## src/rtl/xlat_pkg.sv

```systemverilog
package xlat_pkg;
  localparam int INV_W = 2;

  typedef struct packed {
    logic             prog;
    logic             cfg_done;
    logic             hirom;
    logic             ext;
    logic [INV_W-1:0] inv;
    logic             cop_hole;
    logic             bram_en;
  } xlat_cfg_t;

  typedef enum logic [1:0] {
    ST_BOOT = 2'd0,
    ST_PLAY = 2'd1,
    ST_PROG = 2'd2
  } xlat_state_e;

  function automatic xlat_state_e state_of(xlat_cfg_t c);
    if (c.prog) return ST_PROG;
    if (!c.cfg_done) return ST_BOOT;
    return ST_PLAY;
  endfunction
endpackage

```

## src/rtl/xlat_region_dec.sv

```systemverilog
module xlat_region_dec
  import xlat_pkg::*;
#(
  parameter int ADDR_W = 24
) (
  input  logic [ADDR_W-1:0] addr_i,
  input  logic              cart_n_i,
  input  logic              rd_i,
  input  logic              wr_i,
  input  xlat_cfg_t         cfg_i,
  output logic              fl_hit_o,
  output logic              sram_hit_o,
  output logic              reg_hit_o
);
  localparam int TOP = ADDR_W - 1;
  localparam int HALF_BIT = 15;

  xlat_state_e st;
  logic in_region;
  logic low_half_bank, wram_bank, cop_win;

  assign st = state_of(cfg_i);

  // 00-3F / 80-BF lower halves
  assign low_half_bank = !addr_i[TOP-1] && !addr_i[HALF_BIT];
  assign wram_bank     = (addr_i[TOP:TOP-6] == 7'b0111111);
  assign cop_win       = cfg_i.cop_hole && (addr_i[TOP:TOP-3] == 4'h3);

  always_comb begin
    sram_hit_o = 1'b0;
    reg_hit_o  = 1'b0;
    in_region  = 1'b0;
    if (!cart_n_i) begin
      unique case (st)
        ST_PROG: begin
          sram_hit_o = (addr_i[TOP:TOP-6] == 7'h7F);
          in_region  = !addr_i[TOP];
        end
        ST_BOOT: begin
          sram_hit_o = cfg_i.bram_en && (addr_i[TOP:TOP-4] == 5'b01110);
          reg_hit_o  = wr_i && (addr_i[TOP:TOP-2] == 3'b111) && addr_i[HALF_BIT];
          in_region  = 1'b1;
        end
        default: begin
          sram_hit_o = cfg_i.bram_en && (addr_i[TOP:TOP-4] == 5'b01110);
          reg_hit_o  = wr_i && (addr_i[TOP:TOP-2] == 3'b111) && addr_i[HALF_BIT];
          in_region  = !low_half_bank && !wram_bank && !cop_win;
        end
      endcase
    end
  end

  assign fl_hit_o = in_region && !sram_hit_o && !reg_hit_o &&
                    (rd_i || (wr_i && st == ST_PROG));
endmodule

```

## src/rtl/xlat_map.sv

```systemverilog
module xlat_map
  import xlat_pkg::*;
#(
  parameter int ADDR_W  = 24,
  parameter int FLASH_W = 23
) (
  input  logic [ADDR_W-1:0]  addr_i,
  input  xlat_cfg_t          cfg_i,
  output logic [FLASH_W-1:0] faddr_o
);
  localparam int PAGE_W   = 15;
  localparam int BANK_LSB = PAGE_W + 1;
  localparam int LOW_W    = FLASH_W - INV_W;

  logic [FLASH_W-1:0] lo_a, hi_a, base_a, play_a, boot_a, prog_a;
  logic below_ext;

  assign lo_a   = {1'b0, addr_i[ADDR_W-2:BANK_LSB], addr_i[PAGE_W-1:0]};
  assign hi_a   = {1'b0, addr_i[FLASH_W-2:0]};
  assign boot_a = {{(FLASH_W-PAGE_W){1'b1}}, addr_i[PAGE_W-1:0]};
  assign prog_a = addr_i[FLASH_W-1:0];
  assign below_ext = !(addr_i[ADDR_W-1] && addr_i[ADDR_W-2]);

  always_comb begin
    base_a = cfg_i.hirom ? hi_a : lo_a;
    if (cfg_i.ext && below_ext) base_a[FLASH_W-1] = 1'b1;
  end

  assign play_a[LOW_W-1:0] = base_a[LOW_W-1:0];
  for (genvar i = 0; i < INV_W; i++) begin : g_inv
    assign play_a[LOW_W+i] = base_a[LOW_W+i] ^ cfg_i.inv[i];
  end

  always_comb begin
    unique case (state_of(cfg_i))
      ST_PROG: faddr_o = prog_a;
      ST_BOOT: faddr_o = boot_a;
      default: faddr_o = play_a;
    endcase
  end
endmodule

```

## src/rtl/xlat_out_reg.sv

```systemverilog
module xlat_out_reg #(
  parameter int FLASH_W = 23
) (
  input  logic               clk_i,
  input  logic               rst_ni,
  input  logic [FLASH_W-1:0] faddr_i,
  input  logic               ce_i,
  input  logic               oe_i,
  input  logic               we_i,
  input  logic               sram_i,
  input  logic               reg_i,
  output logic [FLASH_W-1:0] faddr_o,
  output logic               ce_o,
  output logic               oe_o,
  output logic               we_o,
  output logic               sram_o,
  output logic               reg_o
);
  always_ff @(posedge clk_i or negedge rst_ni) begin
    if (!rst_ni) begin
      faddr_o <= '0;
      ce_o    <= 1'b0;
      oe_o    <= 1'b0;
      we_o    <= 1'b0;
      sram_o  <= 1'b0;
      reg_o   <= 1'b0;
    end else begin
      faddr_o <= faddr_i;
      ce_o    <= ce_i;
      oe_o    <= oe_i;
      we_o    <= we_i;
      sram_o  <= sram_i;
      reg_o   <= reg_i;
    end
  end
endmodule

```

## src/rtl/cart_rom_xlat.sv

```systemverilog
module cart_rom_xlat
  import xlat_pkg::*;
#(
  parameter int ADDR_W  = 24,
  parameter int FLASH_W = 23
) (
  input  logic               clk_i,
  input  logic               rst_ni,
  input  logic               cart_n_i,
  input  logic               rd_i,
  input  logic               wr_i,
  input  logic [ADDR_W-1:0]  addr_i,
  input  logic               prog_mode_i,
  input  logic               cfg_done_i,
  input  logic               hirom_i,
  input  logic               ext_i,
  input  logic [INV_W-1:0]   inv_i,
  input  logic               cop_hole_i,
  input  logic               bram_en_i,
  output logic [FLASH_W-1:0] flash_addr_o,
  output logic               flash_ce_o,
  output logic               flash_oe_o,
  output logic               flash_we_o,
  output logic               sram_sel_o,
  output logic               reg_sel_o
);
  localparam int PAGE_W = 15;

  xlat_cfg_t cfg;
  logic fl_hit, sram_hit, reg_hit;
  logic [FLASH_W-1:0] map_addr;
  logic oe_d, we_d;

  assign cfg = '{prog: prog_mode_i, cfg_done: cfg_done_i, hirom: hirom_i,
                 ext: ext_i, inv: inv_i, cop_hole: cop_hole_i, bram_en: bram_en_i};

  xlat_region_dec #(.ADDR_W(ADDR_W)) u_dec (
    .addr_i(addr_i), .cart_n_i(cart_n_i), .rd_i(rd_i), .wr_i(wr_i), .cfg_i(cfg),
    .fl_hit_o(fl_hit), .sram_hit_o(sram_hit), .reg_hit_o(reg_hit)
  );

  xlat_map #(.ADDR_W(ADDR_W), .FLASH_W(FLASH_W)) u_map (
    .addr_i(addr_i), .cfg_i(cfg), .faddr_o(map_addr)
  );

  assign oe_d = fl_hit && rd_i;
  assign we_d = fl_hit && wr_i && prog_mode_i;

  xlat_out_reg #(.FLASH_W(FLASH_W)) u_out (
    .clk_i(clk_i), .rst_ni(rst_ni),
    .faddr_i(map_addr), .ce_i(fl_hit), .oe_i(oe_d), .we_i(we_d),
    .sram_i(sram_hit), .reg_i(reg_hit),
    .faddr_o(flash_addr_o), .ce_o(flash_ce_o), .oe_o(flash_oe_o),
    .we_o(flash_we_o), .sram_o(sram_sel_o), .reg_o(reg_sel_o)
  );


  desel_quiet_chk: assert property (@(posedge clk_i) disable iff (!rst_ni)
    cart_n_i |-> (!fl_hit && !sram_hit && !reg_hit));


  sel_excl_chk: assert property (@(posedge clk_i) disable iff (!rst_ni)
    !(fl_hit && (sram_hit || reg_hit)));


  half_bank_chk: assert property (@(posedge clk_i) disable iff (!rst_ni)
    (fl_hit && !prog_mode_i && cfg_done_i && !addr_i[ADDR_W-2]) |-> addr_i[PAGE_W]);


  boot_page_chk: assert property (@(posedge clk_i) disable iff (!rst_ni)
    (fl_hit && !prog_mode_i && !cfg_done_i) |->
      (map_addr == {{(FLASH_W-PAGE_W){1'b1}}, addr_i[PAGE_W-1:0]}));


  prog_upper_chk: assert property (@(posedge clk_i) disable iff (!rst_ni)
    (fl_hit && prog_mode_i) |-> (!addr_i[ADDR_W-1] && map_addr == addr_i[FLASH_W-1:0]));


  we_prog_chk: assert property (@(posedge clk_i) disable iff (!rst_ni)
    flash_we_o |-> (flash_ce_o && !flash_oe_o));
endmodule

```

## config.mk

```make
export PLATFORM = sky130hd
export DESIGN_NAME = cart_rom_xlat
export DESIGN_NICKNAME = d
export VERILOG_FILES = /design/src/rtl/xlat_pkg.sv /design/src/rtl/xlat_region_dec.sv /design/src/rtl/xlat_map.sv /design/src/rtl/xlat_out_reg.sv /design/src/rtl/cart_rom_xlat.sv
export SDC_FILE = /design/constraint.sdc
export NUM_CORES = 1
export LEC_CHECK = 0
export BUFFER_PORTS_ARGS = -buffer_cell sky130_fd_sc_hd__buf_2
export CAP_MARGIN = 20
export CORE_MARGIN = 1
export CORE_UTILIZATION = 40
export CTS_CLUSTER_SIZE = 8
export DETAILED_ROUTE_END_ITERATION = 6
export PLACE_DENSITY = 0.77
export SETUP_SLACK_MARGIN = 0.3
export SLEW_MARGIN = 15
export SYNTH_ARGS = -nofsm -noshare
export SYNTH_HDL_FRONTEND = slang
export SYNTH_SLANG_ARGS = --single-unit
```

## constraint.sdc

```tcl
create_clock -name clk_i -period 0.8 [get_ports clk_i]
set_input_delay 0.08 -clock clk_i [delete_from_list [all_inputs] [get_ports clk_i]]
set_output_delay 0.08 -clock clk_i [all_outputs]
set_load 0.1 [all_outputs]
```

==> run_summary.xml, run 1 <==
<?xml version="1.0" encoding="UTF-8"?>
<metrics>
  <group name="die">
    <metric name="placement_rows" unit="">17</metric>
    <metric name="die_w" unit="um">51.87</metric>
    <metric name="die_h" unit="um">51.87</metric>
    <metric name="initial_utilization" unit="%">43.71</metric>
    <metric name="io-pin-count" unit="">65</metric>
  </group>
  <group name="synth">
    <metric name="ys_seq_elements" unit="">28</metric>
    <metric name="syn_area_per_cell" unit="sq um">13.82</metric>
    <metric name="mappedNetlistNets" unit="">109</metric>
    <metric name="synth_cells" unit="">72</metric>
    <metric name="synth.top_cells.by_count" unit="">28 x dfrtp_1, 6 x o22a_1, 5 x a21oi_1, 5 x nand2_1, 3 x nor2_1</metric>
    <metric name="total_standard_cell_area_after_synthesis" unit="sq um">994.7</metric>
    <metric name="netlist-cell-type-count" unit="">26</metric>
    <metric name="synth_top_cell_area_share" unit="%">70.44</metric>
    <metric name="yosysMostFrequentCell" unit="">dfrtp_1</metric>
    <metric name="synth-seq-area-share" unit="%">70.44</metric>
    <metric name="synth_async_sr_flop_share" unit="%">100.0</metric>
    <metric name="number_of_flops_mapped_to_enable_cells_by_yosys" unit="">0</metric>
    <metric name="post-synth-top-area-cell" unit="">dfrtp_1</metric>
    <metric name="yosysWarnings" unit="">0</metric>
    <metric name="ys_dominant_reg_cell" unit="">dfrtp_1</metric>
    <metric name="cell_types_occupying_the_most_area_after_synthesis" unit="">dfrtp_1 70%, o22a_1 5.3%, a21oi_1 2.5%, nand2_1 1.9%, a31oi_1 1.3%</metric>
  </group>
  <group name="outcome">
    <metric name="toolErrorMsg" unit="">[ERROR DPL-0038] Utilization greater than 100%, impossible to legalize</metric>
    <metric name="outcome" unit="">aborted with a tool error</metric>
    <metric name="lastStage" unit="">global routing (5_1_grt)</metric>
  </group>
  <group name="grt">
    <metric name="grt_start_max_net_pins" unit="">15</metric>
  </group>
  <group name="place">
    <metric name="final_wtd_congestion" unit="">0.8306</metric>
    <metric name="io_buffer_count" unit="">64</metric>
    <metric name="placed_wire_length_estimate_after_detailed_placement" unit="um">2322</metric>
    <metric name="numPlacedInstances" unit="">174</metric>
  </group>
  <group name="clock_tree">
    <metric name="cts_htree_levels" unit="">1</metric>
    <metric name="tritoncts.num_buffers" unit="">3</metric>
    <metric name="cts.sink_count" unit="">28</metric>
    <metric name="cts_max_path_buffers" unit="">2</metric>
    <metric name="clockRootBuffer" unit="">clkbuf_4</metric>
  </group>
  <group name="sta">
    <metric name="timing.repair.worst_endpoint_type" unit="">top-level output</metric>
    <metric name="worstEndpointGrtRepair" unit="">flash_addr_o[3]</metric>
  </group>
</metrics>
-- per-stage QoR --
stage	setup WS (ns)	cell area [sq um]	util, %
4_1_cts	-0.3022	2202	96.76
3_5_place_dp	-0.1401	1971	86.59
3_3_place_gp	-0.08718	1971	86.59
2_1_floorplan	-0.005916	1132	-
-- logic make-up after synthesis --
logic type / Yosys count / synth area share, %
buffers and inverters: 3 / 2.012
AO/OA/AOI/OAI: 20 / 13.96
flip-flops: 28 / 70.44
XOR/XNOR: 1 / 0.8807
AND/OR/NAND/NOR: 20 / 12.71
-- what timing repair did --
| item | 4_1_cts |
|---|---|
| setup buffers | 2 |
| hold buffers | 14 |
| hold endpoints to repair | 47 |
| endpoints found under the setup margin | 31 |
| gates resized for setup | 14 |
| pin swaps | 6 |
| gates cloned | 0 |
==> run 2: changes to the inputs <==
CORE_AREA = 2 2 63 65   (was not set)
CORE_MARGIN = not set   (was 1)
CORE_UTILIZATION = not set   (was 40)
CTS_CLUSTER_SIZE = not set   (was 8)
DIE_AREA = 0 0 65 67   (was not set)
PLACE_DENSITY = not set   (was 0.77)
PLACE_DENSITY_LB_ADDON = 0.15   (was not set)
SETUP_SLACK_MARGIN = not set   (was 0.3)
==> run_summary.xml, run 2 <==
<?xml version="1.0" encoding="UTF-8"?>
<metrics>
  <group name="outcome">
    <metric name="outcome" unit="">finished, violations left</metric>
    <metric name="violations_in_the_final_reports" unit="">negative setup slack</metric>
  </group>
  <group name="sta">
    <metric name="report.final.hold_viol_count" unit="">0</metric>
    <metric name="fmax" unit="GHz">1.059</metric>
    <metric name="setup_viol" unit="">28</metric>
    <metric name="max_slew_margin" unit="%">69.89</metric>
    <metric name="final_report_max_slew_violation_count" unit="">0</metric>
    <metric name="fin_tns_setup" unit="ns">-3.708</metric>
    <metric name="post-route-period-util" unit="%">118.0</metric>
    <metric name="worst_pin_slew" unit="ns">0.4516</metric>
    <metric name="grt_setup_unrepaired" unit="">true</metric>
    <metric name="fin_crit" unit="ns">0.9441</metric>
    <metric name="fin_worst_hold_slack" unit="ns">0.04744</metric>
    <metric name="setup_ws" unit="ns">-0.1441</metric>
  </group>
  <group name="synth">
    <metric name="synth.top_cells.by_count" unit="">28 x dfrtp_1, 6 x o22a_1, 5 x a21oi_1, 5 x nand2_1, 3 x nor2_1</metric>
    <metric name="synth_top_cell_area_share" unit="%">70.44</metric>
    <metric name="ys_dominant_reg_cell" unit="">dfrtp_1</metric>
    <metric name="netlist-cell-type-count" unit="">26</metric>
    <metric name="syn_area_per_cell" unit="sq um">13.82</metric>
    <metric name="synth-seq-area-share" unit="%">70.44</metric>
    <metric name="synth_cells" unit="">72</metric>
    <metric name="yosysMostFrequentCell" unit="">dfrtp_1</metric>
    <metric name="synth_async_sr_flop_share" unit="%">100.0</metric>
    <metric name="cell_types_occupying_the_most_area_after_synthesis" unit="">dfrtp_1 70%, o22a_1 5.3%, a21oi_1 2.5%, nand2_1 1.9%, a31oi_1 1.3%</metric>
    <metric name="yosysWarnings" unit="">0</metric>
    <metric name="number_of_flops_mapped_to_enable_cells_by_yosys" unit="">0</metric>
    <metric name="mappedNetlistNets" unit="">109</metric>
    <metric name="total_standard_cell_area_after_synthesis" unit="sq um">994.7</metric>
    <metric name="ys_seq_elements" unit="">28</metric>
    <metric name="post-synth-top-area-cell" unit="">dfrtp_1</metric>
  </group>
  <group name="setup_path">
    <metric name="critPathArrivalTime" unit="ns">0.86</metric>
    <metric name="worst_ep_required_time" unit="ns">0.72</metric>
    <metric name="cp_cell_sequence" unit="">buf_12</metric>
    <metric name="critical_path_peak_fanout" unit="">1</metric>
    <metric name="worstPathBufferInverterCount" unit="">1</metric>
    <metric name="cp-end-kind" unit="">output pin</metric>
    <metric name="timing.setup.critical_path_class" unit="">reg -&gt; out</metric>
    <metric name="critical_path.slowest_cell" unit="">dfrtp_2</metric>
    <metric name="critPathTopFamily" unit="">flip-flops</metric>
    <metric name="setup.worst_path.start_class" unit="">flip-flop</metric>
    <metric name="critPathMaxStageDelay" unit="ns">0.43</metric>
  </group>
  <group name="clock_tree">
    <metric name="post_cts_resized" unit="">0</metric>
    <metric name="cts_htree_levels" unit="">1</metric>
    <metric name="tritoncts.num_buffers" unit="">3</metric>
    <metric name="tritoncts" unit="">built</metric>
    <metric name="clockRootBuffer" unit="">clkbuf_8</metric>
    <metric name="clk_pin_slew" unit="ns">0.09</metric>
    <metric name="cts.sink_count" unit="">28</metric>
    <metric name="cts.repair_timing.setup_buffer_count" unit="">0</metric>
    <metric name="cts_max_path_buffers" unit="">2</metric>
  </group>
  <group name="grt">
    <metric name="first_pass_grt_wire_length" unit="um">4795</metric>
    <metric name="met1_track_usage_gr" unit="%">17.27</metric>
    <metric name="globalRouteOverflowTotal" unit="">0</metric>
    <metric name="gr-usage-all-layers" unit="%">14.60</metric>
    <metric name="global_route.usage.met3" unit="%">2.365</metric>
    <metric name="grt_start_max_net_pins" unit="">19</metric>
    <metric name="top_usage_layer" unit="">met2</metric>
    <metric name="grtUsageMet2" unit="%">26.03</metric>
    <metric name="grt_pass1_vias" unit="">1031</metric>
    <metric name="grt_antenna_before_repair" unit="">0</metric>
  </group>
  <group name="final_layout">
    <metric name="n_antenna_cell" unit="">0</metric>
    <metric name="final_util" unit="%">59.96</metric>
    <metric name="syn_to_layout_area_delta" unit="%">117.4</metric>
    <metric name="mostFrequentLayoutCell" unit="">buf_2</metric>
    <metric name="final_cell_mix" unit="">36 x buf_2, 29 x buf_12, 28 x dfrtp_2</metric>
    <metric name="largest_reg_flops" unit="">23</metric>
    <metric name="top_register" unit="">u_out.faddr_o</metric>
    <metric name="nNetsFinal" unit="">208</metric>
    <metric name="ff_latch_area" unit="sq um">735.7</metric>
    <metric name="num-fill-cells" unit="">301</metric>
    <metric name="multi_input_logic_area" unit="sq um">274.0</metric>
    <metric name="final_layout_size_suffix_gt1_share" unit="%">67.65</metric>
  </group>
  <group name="die">
    <metric name="die_area" unit="sq um">4355</metric>
    <metric name="io-pin-count" unit="">65</metric>
    <metric name="die_h" unit="um">67</metric>
    <metric name="core-area" unit="sq um">3606</metric>
    <metric name="placement_rows" unit="">22</metric>
    <metric name="initial_utilization" unit="%">27.59</metric>
    <metric name="die_w" unit="um">65</metric>
  </group>
  <group name="power">
    <metric name="power.density_cell_area" unit="nW/um^2">1718</metric>
    <metric name="power.static_leakage" unit="nW">0.9837</metric>
    <metric name="worst_vdd_rail_ir_drop" unit="uV">753.6</metric>
  </group>
  <group name="place">
    <metric name="io_buffer_count" unit="">64</metric>
    <metric name="final_wtd_congestion" unit="">0.8395</metric>
    <metric name="worst_slack_placed" unit="ns">-0.1257</metric>
    <metric name="placed_wire_length_estimate_after_detailed_placement" unit="um">2265</metric>
  </group>
  <group name="drt">
    <metric name="avgRoutedWirePerCell" unit="um">12.92</metric>
    <metric name="post_drt_via_cell_ratio" unit="">4.445</metric>
    <metric name="wirelength" unit="um">2816</metric>
    <metric name="remaining_drc_errors" unit="">0</metric>
    <metric name="antenna_violating_nets_post_route" unit="">0</metric>
    <metric name="detail_route.first_pass.iterations" unit="">4</metric>
    <metric name="route.vias.total" unit="">969</metric>
    <metric name="initialDrtViolationCount" unit="">19</metric>
  </group>
  <group name="job">
    <metric name="drv_cap" unit="">0</metric>
  </group>
  <group name="hold_path">
    <metric name="hold_path_class" unit="">in -&gt; reg</metric>
  </group>
</metrics>
run 2: cell counts after synthesis:
Identical to the previous run, type by type.
run 2: power by group:
part	internal [mW]	switching, mW	total [mW]
Combinational	0.524	0.792	1.32
Clock	0.439	0.387	0.826
Sequential	1.51	0.0662	1.57
run 2: area by class of cell:
type                            count  area share (%)
Clock buffer                        4           2.546
Inverter                            1          0.1736
Multi-Input combinational cell     41           12.67
Sequential cell                    28           34.03
Tap cell                           48           2.778
Timing Repair Buffer               96           47.80
run 2: worst paths after layout:
kind / startpoint / end / slack, ns / cells past startpoint
max: u_out.faddr_o[2] / flash_addr_o[2] / -0.14 / 1
max in group asynchronous: rst_ni / u_out.sram_o / 0.18 / 3
min: addr_i[16] / u_out.faddr_o[16] / 0.05 / 2
min in group asynchronous: rst_ni / u_out.faddr_o[0] / 0.24 / 2
run 2: layer usage:
metal / part of all wire, % / up-vias
met5: 0 / -
met1: 39 / 461
met3: 7.2 / 2
li1: - / 458
met4: 0.96 / 0
met2: 53 / 48
run 2: through the flow:
stage               cell area (sq um)  cells  total power, mW
finish                           2162    218            3.715
global route                     2162    218            3.879
CTS                              2162    218            3.762
detailed placement               1947    198            2.865
global placement                 1947    198            2.848
floorplan                        1030     72            2.245
run 2: what timing repair did:
action,4_1_cts,5_1_grt
endpoints found under the hold margin,43,0
hold buffers,16,0
endpoints found under the setup margin,28,28
pin swaps,0,0
run 2: kinds of logic after synthesis:
group	Yosys count	synth area share [%]
xor gates and xnor gates	1	0.8807
buffers and inverters	3	2.012
and+or+nand+nor	20	12.71
AOI/OAI and AO/OA	20	13.96
DFF	28	70.44
(Power assumes the default switching activity.)
==> run 3: changes to the inputs <==
--- a/config.mk
+++ b/config.mk
@@ -8,7 +8,7 @@
 export BUFFER_PORTS_ARGS = -buffer_cell sky130_fd_sc_hd__buf_2
 export CAP_MARGIN = 20
-export CORE_AREA = 2 2 63 65
+export CORE_MARGIN = 1
+export CORE_UTILIZATION = 25
 export DETAILED_ROUTE_END_ITERATION = 6
-export DIE_AREA = 0 0 65 67
 export PLACE_DENSITY_LB_ADDON = 0.15
 export SLEW_MARGIN = 15
==> constraint.sdc (replaced) <==
create_clock -name clk_i -period 0.8 [get_ports clk_i]
set_input_delay 0.08 -clock clk_i [delete_from_list [all_inputs] [get_ports clk_i]]
set_output_delay 0.08 -clock clk_i [all_outputs]
set_load 0.05 [all_outputs]
==> run_summary.xml, run 3 (synthesized netlist as in run 2, its figures left out) <==
<?xml version="1.0" encoding="UTF-8"?>
<metrics>
  <group name="drt">
    <metric name="remaining_drc_errors" unit="">0</metric>
    <metric name="antenna_violating_nets_post_route" unit="">0</metric>
    <metric name="wirelength" unit="um">2563</metric>
    <metric name="avgRoutedWirePerCell" unit="um">12.03</metric>
    <metric name="detail_route.first_pass.iterations" unit="">4</metric>
    <metric name="route.vias.total" unit="">932</metric>
    <metric name="post_drt_via_cell_ratio" unit="">4.376</metric>
    <metric name="initialDrtViolationCount" unit="">30</metric>
  </group>
  <group name="place">
    <metric name="io_buffer_count" unit="">64</metric>
    <metric name="numPlacedInstances" unit="">193</metric>
    <metric name="final_wtd_congestion" unit="">0.7504</metric>
  </group>
  <group name="clock_tree">
    <metric name="clockRootBuffer" unit="">clkbuf_8</metric>
    <metric name="tritoncts.num_buffers" unit="">3</metric>
    <metric name="cts_max_path_buffers" unit="">2</metric>
    <metric name="cts.repair_timing.setup_buffer_count" unit="">0</metric>
    <metric name="cts.sink_count" unit="">28</metric>
    <metric name="clk_pin_slew" unit="ns">0.09</metric>
    <metric name="tritoncts" unit="">built</metric>
    <metric name="cts_htree_levels" unit="">1</metric>
  </group>
  <group name="setup_path">
    <metric name="critical_path_peak_fanout" unit="">1</metric>
    <metric name="setup.worst_path.start_class" unit="">flip-flop</metric>
    <metric name="worst_ep_required_time" unit="ns">0.72</metric>
    <metric name="critPathTopFamily" unit="">flip-flops</metric>
    <metric name="critical_path.slowest_cell" unit="">dfrtp_1</metric>
    <metric name="timing.setup.critical_path_class" unit="">reg -&gt; out</metric>
    <metric name="critPathMaxStageDelay" unit="ns">0.39</metric>
    <metric name="worstPathBufferInverterCount" unit="">1</metric>
    <metric name="critPathArrivalTime" unit="ns">0.81</metric>
    <metric name="cp_cell_sequence" unit="">buf_6</metric>
    <metric name="cp-end-kind" unit="">output pin</metric>
    <metric name="critical_path_cell_count" unit="">1</metric>
  </group>
  <group name="final_layout">
    <metric name="final_layout_size_suffix_gt1_share" unit="%">49.70</metric>
    <metric name="top_register" unit="">u_out.faddr_o</metric>
    <metric name="nNetsFinal" unit="">203</metric>
    <metric name="n_antenna_cell" unit="">0</metric>
    <metric name="final_cell_mix" unit="">36 x buf_2, 28 x buf_6, 28 x dfrtp_1</metric>
    <metric name="largest_reg_flops" unit="">23</metric>
    <metric name="mostFrequentLayoutCell" unit="">buf_2</metric>
    <metric name="num-fill-cells" unit="">345</metric>
    <metric name="syn_to_layout_area_delta" unit="%">85.41</metric>
    <metric name="fin_cells" unit="">213</metric>
  </group>
  <group name="hold_path">
    <metric name="worstHoldPathCells" unit="">2</metric>
    <metric name="holdPathEnd" unit="">u_out.faddr_o[21]</metric>
    <metric name="hold_path_class" unit="">in -&gt; reg</metric>
    <metric name="hold_sp" unit="">hirom_i</metric>
  </group>
  <group name="sta">
    <metric name="report.final.hold_viol_count" unit="">0</metric>
    <metric name="worst_pin_slew" unit="ns">0.4405</metric>
    <metric name="setup_ws" unit="ns">-0.09195</metric>
    <metric name="max_slew_margin" unit="%">70.63</metric>
    <metric name="setup_viol" unit="">28</metric>
    <metric name="final_report_max_slew_violation_count" unit="">0</metric>
    <metric name="fmax" unit="GHz">1.121</metric>
    <metric name="fin_crit" unit="ns">0.8919</metric>
    <metric name="grt_setup_unrepaired" unit="">true</metric>
    <metric name="post-route-period-util" unit="%">111.5</metric>
    <metric name="fin_worst_hold_slack" unit="ns">0.05308</metric>
  </group>
  <group name="grt">
    <metric name="globalRouteOverflowTotal" unit="">0</metric>
    <metric name="grt_start_max_net_pins" unit="">29</metric>
    <metric name="grt_pass1_vias" unit="">937</metric>
    <metric name="gr-usage-all-layers" unit="%">12.93</metric>
    <metric name="grt_antenna_before_repair" unit="">0</metric>
    <metric name="first_pass_grt_wire_length" unit="um">4153</metric>
  </group>
  <group name="outcome">
    <metric name="outcome" unit="">finished, violations left</metric>
    <metric name="violations_in_the_final_reports" unit="">negative setup slack</metric>
  </group>
  <group name="power">
    <metric name="power.density_cell_area" unit="nW/um^2">1734</metric>
    <metric name="worst_vdd_rail_ir_drop" unit="uV">661.1</metric>
    <metric name="power.static_leakage" unit="nW">0.8974</metric>
  </group>
  <group name="job">
    <metric name="drv_cap" unit="">0</metric>
  </group>
  <group name="die">
    <metric name="die_h" unit="um">65.08</metric>
    <metric name="die_area" unit="sq um">4235</metric>
    <metric name="placement_rows" unit="">22</metric>
    <metric name="die_w" unit="um">65.08</metric>
    <metric name="io-pin-count" unit="">65</metric>
    <metric name="core-area" unit="sq um">3744</metric>
    <metric name="initial_utilization" unit="%">26.57</metric>
  </group>
</metrics>
[run 3: area by class of cell]
type                            count  area, sq um  area share [%]
Multi-Input combinational cell     41        274.0           14.86
Clock buffer                        4        55.05           2.985
Tap cell                           48        60.06           3.256
Sequential cell                    28        700.7           37.99
Timing Repair Buffer               91        750.7           40.71
Inverter                            1        3.754          0.2035
[run 3: worst max path at each step]
| stage | end | slack, ns | startpoint |
|---|---|---|---|
| after CTS | flash_addr_o[18] | -0.11 | u_out.faddr_o[18] |
| after global routing | sram_sel_o | -0.14 | u_out.sram_o |
| after detailed placement | u_out.ce_o | -0.12 | addr_i[20] |
| after floorplan | u_out.ce_o | -0.005 | addr_i[23] |
| after global placement | u_out.ce_o | -0.09 | addr_i[20] |
| final | sram_sel_o | -0.09 | u_out.sram_o |
[run 3: power breakdown]
group	leakage (nW)	total, mW	switching, mW	internal (mW)
Sequential	0.330	1.53	0.0358	1.49
Clock	0.0288	0.839	0.400	0.439
Combinational	0.539	0.830	0.475	0.355
[run 3: per-layer routing]
metal / track usage (%) / vias to the layer above / wire [um]
met2: 23.31 / 48 / 1252
met3: 1.232 / 4 / 200
met1: 14.78 / 433 / 1059
met4: 7.337 / 0 / 50
li1: - / 447 / -
met5: 0 / - / 0
[run 3: metrics by stage]
stage	cell area [sq um]	total power [mW]	utilization (%)	setup TNS [ns]	worst slack, ns
floorplan	998.5	1.928	-	-0.008780	-0.005245
global placement	1454	2.203	38.84	-0.6898	-0.08576
detailed placement	1454	2.213	38.84	-0.7644	-0.1196
CTS	1844	3.245	49.26	-2.584	-0.1086
global route	1844	3.367	49.26	-3.279	-0.1436
finish	1844	3.197	49.26	-2.231	-0.09195
[run 3: what timing repair did]
| item | CTS | global route |
|---|---|---|
| endpoints found under the hold margin | 43 | 0 |
| hold buffers | 16 | 0 |
| resized for setup | 56 | 0 |
| setup endpoints to repair | 28 | 28 |
